### config.mk
export PLATFORM = sky130hd
export DESIGN_NAME = mrs_ctrl
export DESIGN_NICKNAME = d
export VERILOG_FILES = /design/src/rtl/mrs_pkg.sv /design/src/rtl/mrs_datapath.sv /design/src/rtl/mrs_ctrl_fsm.sv /design/src/rtl/mrs_ctrl.sv
export SDC_FILE = /design/constraint.sdc
export NUM_CORES = 1
export LEC_CHECK = 0
export CAP_MARGIN = 20
export CELL_PAD_IN_SITES_DETAIL_PLACEMENT = 0
export CELL_PAD_IN_SITES_GLOBAL_PLACEMENT = 1
export CORE_ASPECT_RATIO = 1.1
export CORE_MARGIN = 3
export CORE_UTILIZATION = 45
export DETAILED_ROUTE_END_ITERATION = 16
export GPL_TIMING_DRIVEN = 1
export PLACE_DENSITY = 0.86
export SYNTH_ARGS = -nofsm -noshare
export SYNTH_HDL_FRONTEND = slang
export SYNTH_SLANG_ARGS = --single-unit
### constraint.sdc
create_clock -name clk -period 6.7 [get_ports clk]
set_input_delay 1.005 -clock clk [delete_from_list [all_inputs] [get_ports clk]]
set_output_delay 1.005 -clock clk [all_outputs]
set_load 0.005 [all_outputs]
### src/rtl/mrs_pkg.sv
package mrs_pkg;

  typedef enum logic [2:0] {
    ST_IDLE,
    ST_DIV,
    ST_CHECK,
    ST_WAIT,
    ST_ISSUE,
    ST_HOLD,
    ST_ERR
  } mrs_state_e;

  // strobes from control to datapath
  typedef struct packed {
    logic load;
    logic step;
  } mrs_strobe_t;

  localparam logic [2:0] BL4_CODE = 3'b010;
  localparam logic [2:0] BL8_CODE = 3'b011;

endpackage

### src/rtl/mrs_datapath.sv
module mrs_datapath
  import mrs_pkg::*;
#(
  parameter int PS_W = 16
) (
  input  logic              clk,
  input  logic              rstN,
  input  mrs_strobe_t       stb,
  input  logic [2:0]        casLat,
  input  logic [3:0]        burstLen,
  input  logic              burstIlv,
  input  logic              dllReset,
  input  logic              slowExit,
  input  logic [PS_W-1:0]   tWrPs,
  input  logic [PS_W-1:0]   tCkPs,
  output logic              divDone,
  output logic              fieldsOk,
  output logic [12:0]       addrWord
);

  localparam int NW  = PS_W + 1;            // dividend width (tWr + tCk - 1)
  localparam int CW  = $clog2(NW + 1);

  logic [2:0]    clR;
  logic [3:0]    blR;
  logic          btR, dllR, slowR, tckZeroR;
  logic [NW:0]   remR;
  logic [NW:0]   divR;
  logic [NW-1:0] quoR;
  logic [CW-1:0] stepCnt;

  logic [NW:0]   remShift;
  logic          remGe;

  always_comb begin
    remShift = {remR[NW-1:0], quoR[NW-1]};
    remGe    = (remShift >= divR);
  end

  assign divDone = (stepCnt == CW'(NW));

  always_ff @(posedge clk) begin
    if (!rstN) begin
      clR      <= '0;
      blR      <= '0;
      btR      <= 1'b0;
      dllR     <= 1'b0;
      slowR    <= 1'b0;
      tckZeroR <= 1'b0;
      remR     <= '0;
      divR     <= '0;
      quoR     <= '0;
      stepCnt  <= '0;
    end else if (stb.load) begin
      clR      <= casLat;
      blR      <= burstLen;
      btR      <= burstIlv;
      dllR     <= dllReset;
      slowR    <= slowExit;
      tckZeroR <= (tCkPs == '0);
      remR     <= '0;
      divR     <= {2'b00, tCkPs};
      quoR     <= {1'b0, tWrPs} + {1'b0, tCkPs} - NW'(1);
      stepCnt  <= '0;
    end else if (stb.step && !divDone) begin
      if (remGe) begin
        remR <= remShift - divR;
        quoR <= {quoR[NW-2:0], 1'b1};
      end else begin
        remR <= remShift;
        quoR <= {quoR[NW-2:0], 1'b0};
      end
      stepCnt <= stepCnt + CW'(1);
    end
  end

  logic       clOk, blOk, wrOk;
  logic [2:0] blCode, wrCode;

  always_comb begin
    clOk   = (clR >= 3'd3) && (clR <= 3'd6);
    blOk   = (blR == 4'd4) || (blR == 4'd8);
    wrOk   = !tckZeroR && (quoR >= NW'(3)) && (quoR <= NW'(5));
    blCode = (blR == 4'd8) ? BL8_CODE : BL4_CODE;
    wrCode = quoR[2:0] - 3'd1;
  end

  assign fieldsOk = clOk && blOk && wrOk;
  assign addrWord = {slowR, wrCode, dllR, 1'b0, clR, btR, blCode};

endmodule

### src/rtl/mrs_ctrl_fsm.sv
module mrs_ctrl_fsm
  import mrs_pkg::*;
#(
  parameter int MRD_CYCLES = 2
) (
  input  logic        clk,
  input  logic        rstN,
  input  logic        reqValid,
  input  logic        divDone,
  input  logic        fieldsOk,
  input  logic        banksIdle,
  input  logic        ckeHigh,
  output mrs_strobe_t stb,
  output logic        issueCmd,
  output logic        busy,
  output logic        errFlag
);

  localparam int HW = $clog2(MRD_CYCLES + 1);

  mrs_state_e    state, stateNext;
  logic [HW-1:0] holdCnt;

  always_comb begin
    stateNext = state;
    unique case (state)
      ST_IDLE:  if (reqValid) stateNext = ST_DIV;
      ST_DIV:   if (divDone) stateNext = ST_CHECK;
      ST_CHECK: stateNext = fieldsOk ? ST_WAIT : ST_ERR;
      ST_WAIT:  if (banksIdle && ckeHigh) stateNext = ST_ISSUE;
      ST_ISSUE: stateNext = ST_HOLD;
      ST_HOLD:  if (holdCnt == '0) stateNext = ST_IDLE;
      ST_ERR:   stateNext = ST_IDLE;
      default:  stateNext = ST_IDLE;
    endcase
  end

  always_ff @(posedge clk) begin
    if (!rstN) begin
      state   <= ST_IDLE;
      holdCnt <= '0;
    end else begin
      state <= stateNext;
      if (state == ST_ISSUE) holdCnt <= HW'(MRD_CYCLES - 1);
      else if (state == ST_HOLD && holdCnt != '0) holdCnt <= holdCnt - HW'(1);
    end
  end

  always_comb begin
    stb.load = (state == ST_IDLE) && reqValid;
    stb.step = (state == ST_DIV);
  end

  assign issueCmd = (state == ST_ISSUE);
  assign errFlag  = (state == ST_ERR);
  assign busy     = (state != ST_IDLE);

endmodule

### src/rtl/mrs_ctrl.sv
module mrs_ctrl
  import mrs_pkg::*;
#(
  parameter int PS_W       = 16,
  parameter int MRD_CYCLES = 2
) (
  input  logic            clk,
  input  logic            rstN,
  input  logic            reqValid,
  input  logic [2:0]      casLat,
  input  logic [3:0]      burstLen,
  input  logic            burstIlv,
  input  logic            dllReset,
  input  logic            slowExit,
  input  logic [PS_W-1:0] tWrPs,
  input  logic [PS_W-1:0] tCkPs,
  input  logic            banksIdle,
  input  logic            ckeHigh,
  output logic            csN,
  output logic            rasN,
  output logic            casN,
  output logic            weN,
  output logic [1:0]      ba,
  output logic [12:0]     addr,
  output logic            busy,
  output logic            errFlag
);

  mrs_strobe_t stb;
  logic        divDone, fieldsOk, issueCmd;
  logic [12:0] addrWord;

  mrs_datapath #(.PS_W(PS_W)) u_dp (
    .clk(clk), .rstN(rstN), .stb(stb),
    .casLat(casLat), .burstLen(burstLen), .burstIlv(burstIlv),
    .dllReset(dllReset), .slowExit(slowExit),
    .tWrPs(tWrPs), .tCkPs(tCkPs),
    .divDone(divDone), .fieldsOk(fieldsOk), .addrWord(addrWord)
  );

  mrs_ctrl_fsm #(.MRD_CYCLES(MRD_CYCLES)) u_fsm (
    .clk(clk), .rstN(rstN), .reqValid(reqValid),
    .divDone(divDone), .fieldsOk(fieldsOk),
    .banksIdle(banksIdle), .ckeHigh(ckeHigh),
    .stb(stb), .issueCmd(issueCmd), .busy(busy), .errFlag(errFlag)
  );

  // NOP is CS low with RAS/CAS/WE high; the command pulls all three low
  assign csN  = 1'b0;
  assign rasN = !issueCmd;
  assign casN = !issueCmd;
  assign weN  = !issueCmd;
  assign ba   = 2'b00;
  assign addr = issueCmd ? addrWord : 13'd0;

endmodule

==> impl_metrics.ini <==
[setup_path]
reg2reg_to = u_dp.remR[0]$_SDFFE_PP0P_
cp_slowest_cell = clkdlybuf4s50_1
crit_buf_inv = 3
critPathKind = input pin to register
arrival_ns = 3.75
end_kind = register
path_cells = clkdlybuf4s50_1, inv_1, ha_1, inv_1, ha_1, a211oi_1, nor2_1, nor3_1, o31ai_1, a21oi_1, mux2i_1, a31oi_1
cp-start-kind = input pin
regToRegStartpoint = u_dp.quoR[16]$_SDFFE_PN0P_
r2r_slack_ns = 3.67
cp.depth = 12
crit_fanout = 3
cpPeakStageDelay_ns = 0.50
required_ns = 6.90
critical-path-top-delay-family = compound AO/OA/AOI/OAI gates
worst_r2r_path_depth = 11

[layout]
fillers = 1094
final_common_cell = inv_1
multiInputGateArea_sq_um = 3380
post_route_cells_drive_above_1_share_pct = 3.84
final_cell_mix = inv_1, nand2_1, dfxtp_1
synthToLayoutAreaGrowth_pct = 18.8
finalNonFillerCells = 902
regArea_sq_um = 1420
antenna_cells = 0
nets = 852

[clock_tree]
cts_buffer_depth = 2
cts_root_buffer = clkbuf_16
cts_buffers = 9
ctsResizeCount = 0
cts_setup_buffers = 0
clk_latency_ns = 0.33
path_clk_slew_ns = 0.05
cts_sinks = 71
hold_buffers = 0
ctsHtreeMaxLevel = 3
tritoncts = yes

[hold_path]
worst_hold_path.num_cells = 2
hold_end = u_dp.remR[16]$_SDFFE_PP0P_
min-delay-start = u_dp.remR[16]$_SDFFE_PP0P_
min_path_type = register to register

[die]
initial_core_util_pct = 47.3
num_rows = 40
fp.dieW_um = 110
die-height_um = 120
core-area_sq_um = 11200
pin_count = 68
die-area_sq_um = 13100

[grt]
antenna_found_initial = 0
grt_use_total_pct = 19.9
grt_overflow_total = 0
grt_pass1_vias = 4528
grt_start_max_net_pins = 53
grt_pass1_wl_um = 21100

[timing]
setup_tns_ns = 0
fin_ws_ns = 3.15
timing.slew.headroom_pct = 29.0
fin_skew_ns = 0.00646
rsz0062_at_grt = no
fmax_ghz = 0.282
slew_violations = 0
tightestPinTransition_ns = 1.06
setup_viol = 0
period_share_pct = 52.9
layout_min_cycle_time_ns = 3.55
hold_viol = 0

[synthesis]
syn_area_sq_um = 5310
ys_ff_latch = 71
ys_seq_area_share_pct = 26.8
async_flop_share_pct = 0
avgSynthCellArea_sq_um = 7.56
yosysUniqueCellTypes = 64
ys.flop_type = dfxtp_1
syn_inst = 702
synth_edf_count = 0
synth_warnings = 0

[placement]
portBuffers = 62
gp_congestion = 0.850
dp.cells = 886
dp_hpwl_um = 9740
pre_cts_slack_ns = 2.85

[detailed_routing]
post-route-drc-count = 0
drt_iter0_drc = 230
vias = 4831
post_drt_via_cell_ratio = 5.36
postRouteAntennaNets = 0
wire_per_inst_um = 14.1
first_pass_iters = 5
wl_um = 12700

[power_and_ir_drop]
clkPwrFrac_pct = 18.9
powerDensity_nw_per_um2 = 407
p_leak_uw = 0.00275
power_frac_comb_pct = 58.2
p_int_uw = 1450
ir_drop_mv = 0.488
p_sw_share_pct = 43.5
seqPwrFrac_pct = 22.9
total_power_uw = 2560
switching_power_uw = 1120

[status]
outcome = finished clean

[run]
cap_violations = 0
## metrics by stage
| stage | area, sq um | utilization [%] | hold WS (ns) |
|---|---|---|---|
| after global routing | 6300 | 56.2 | 0.483 |
| after global placement | 5990 | 53.5 | 0.433 |
| final | 6300 | 56.2 | 0.448 |
| after CTS | 6300 | 56.2 | 0.447 |
| after floorplan | 5320 | - | 0.422 |
| after detailed placement | 5990 | 53.5 | 0.439 |
## final cells by class
cell class	instances	area share, %
Multi-Input combinational cell	507	53.6
Sequential cell	71	22.5
Timing Repair Buffer	67	10.4
Inverter	94	5.60
Clock buffer	13	4.29
Tap cell	147	2.92
Clock inverter	3	0.635
## worst max path at each step
| stage | startpoint | end | slack (ns) |
|---|---|---|---|
| final | tCkPs[2] | u_dp.quoR[14]$_SDFFE_PN0P_ | 3.15 |
| after global routing | tCkPs[2] | u_dp.quoR[14]$_SDFFE_PN0P_ | 2.94 |
| after CTS | tCkPs[2] | u_dp.quoR[14]$_SDFFE_PN0P_ | 3.18 |
| after detailed placement | tCkPs[2] | u_dp.quoR[14]$_SDFFE_PN0P_ | 2.85 |
| after global placement | tCkPs[2] | u_dp.quoR[14]$_SDFFE_PN0P_ | 2.90 |
| after floorplan | tWrPs[2] | u_dp.quoR[14]$_SDFFE_PN0P_ | 3.61 |
## logic make-up after synthesis
kind of cell | share of synthesized area (%)
XOR/XNOR | 4.79
flip-flops | 26.8
AO/OA/AOI/OAI | 23.5
AND/OR/NAND/NOR | 20.6
other | 0.0707
buffers and inverters | 9.83
multiplexers | 1.16
adder cells (fa/ha/maj) | 13.3
## synthesized netlist by cell type, types with 2 or more instances
master	count	share of area, %
a211oi_1	8	1.1
o21a_1	6	0.85
nor2b_1	12	1.4
a211o_1	2	0.33
a31oi_1	4	0.47
or2_2	2	0.24
a221oi_1	4	0.66
xor2_1	16	2.6
a22oi_1	5	0.71
and3_1	9	1.1
dfxtp_1	71	27
o22ai_1	2	0.24
nor3_1	12	1.1
inv_1	94	6.7
xnor2_1	13	2.1
buf_4	8	1.1
buf_1	2	0.14
buf_2	8	0.75
nor2_1	41	2.9
nand3_1	10	0.94
o21ai_0	41	3.9
nand4_1	6	0.71
a21o_1	9	1.3
nand2b_1	14	1.7
o31ai_1	8	1.1
nor3b_1	5	0.71
nor4_1	9	1.1
a21boi_0	29	4.1
o211ai_1	5	0.71
ha_1	53	13
a22o_1	6	0.99
fa_1	2	0.75
nand2_1	88	6.2
mux2i_1	5	0.94
and2_1	8	0.94
a21oi_1	43	4.1
clkbuf_1	15	1.1
## flip-flops by register name, indices dropped and copies added, names as in the netlist
signal / flops
u_dp.dllR: 1
u_dp.tckZeroR: 1
u_dp.quoR: 17
u_dp.remR: 17
u_dp.clR: 3
u_dp.divR: 16
u_dp.blR: 4
u_dp.btR: 1
u_fsm.holdCnt: 2
u_dp.slowR: 1
u_fsm.state: 3
u_dp.stepCnt: 5
## power by group through the flow
stage	sequential (uW)	clock [uW]	combinational, uW
after CTS	587	495	1480
after floorplan	566	0	1170
after global placement	592	0	1460
after detailed placement	595	0	1470
final	588	484	1490
after global routing	600	514	1650
## metal layers
metal,track usage [%],part of all wire [%]
met1,25.8,47
met2,33.7,48
met3,2.47,3.0
met4,6.70,1.9
met5,0,0
## worst min-delay path: cells and delay by family, from the launching register on
kind | cells | cell delay (ns)
simple gates | 1 | 0.05
flops | 1 | 0.30
compound gates | 1 | 0.05
Note: power is estimated with default switching activity, not from simulation.
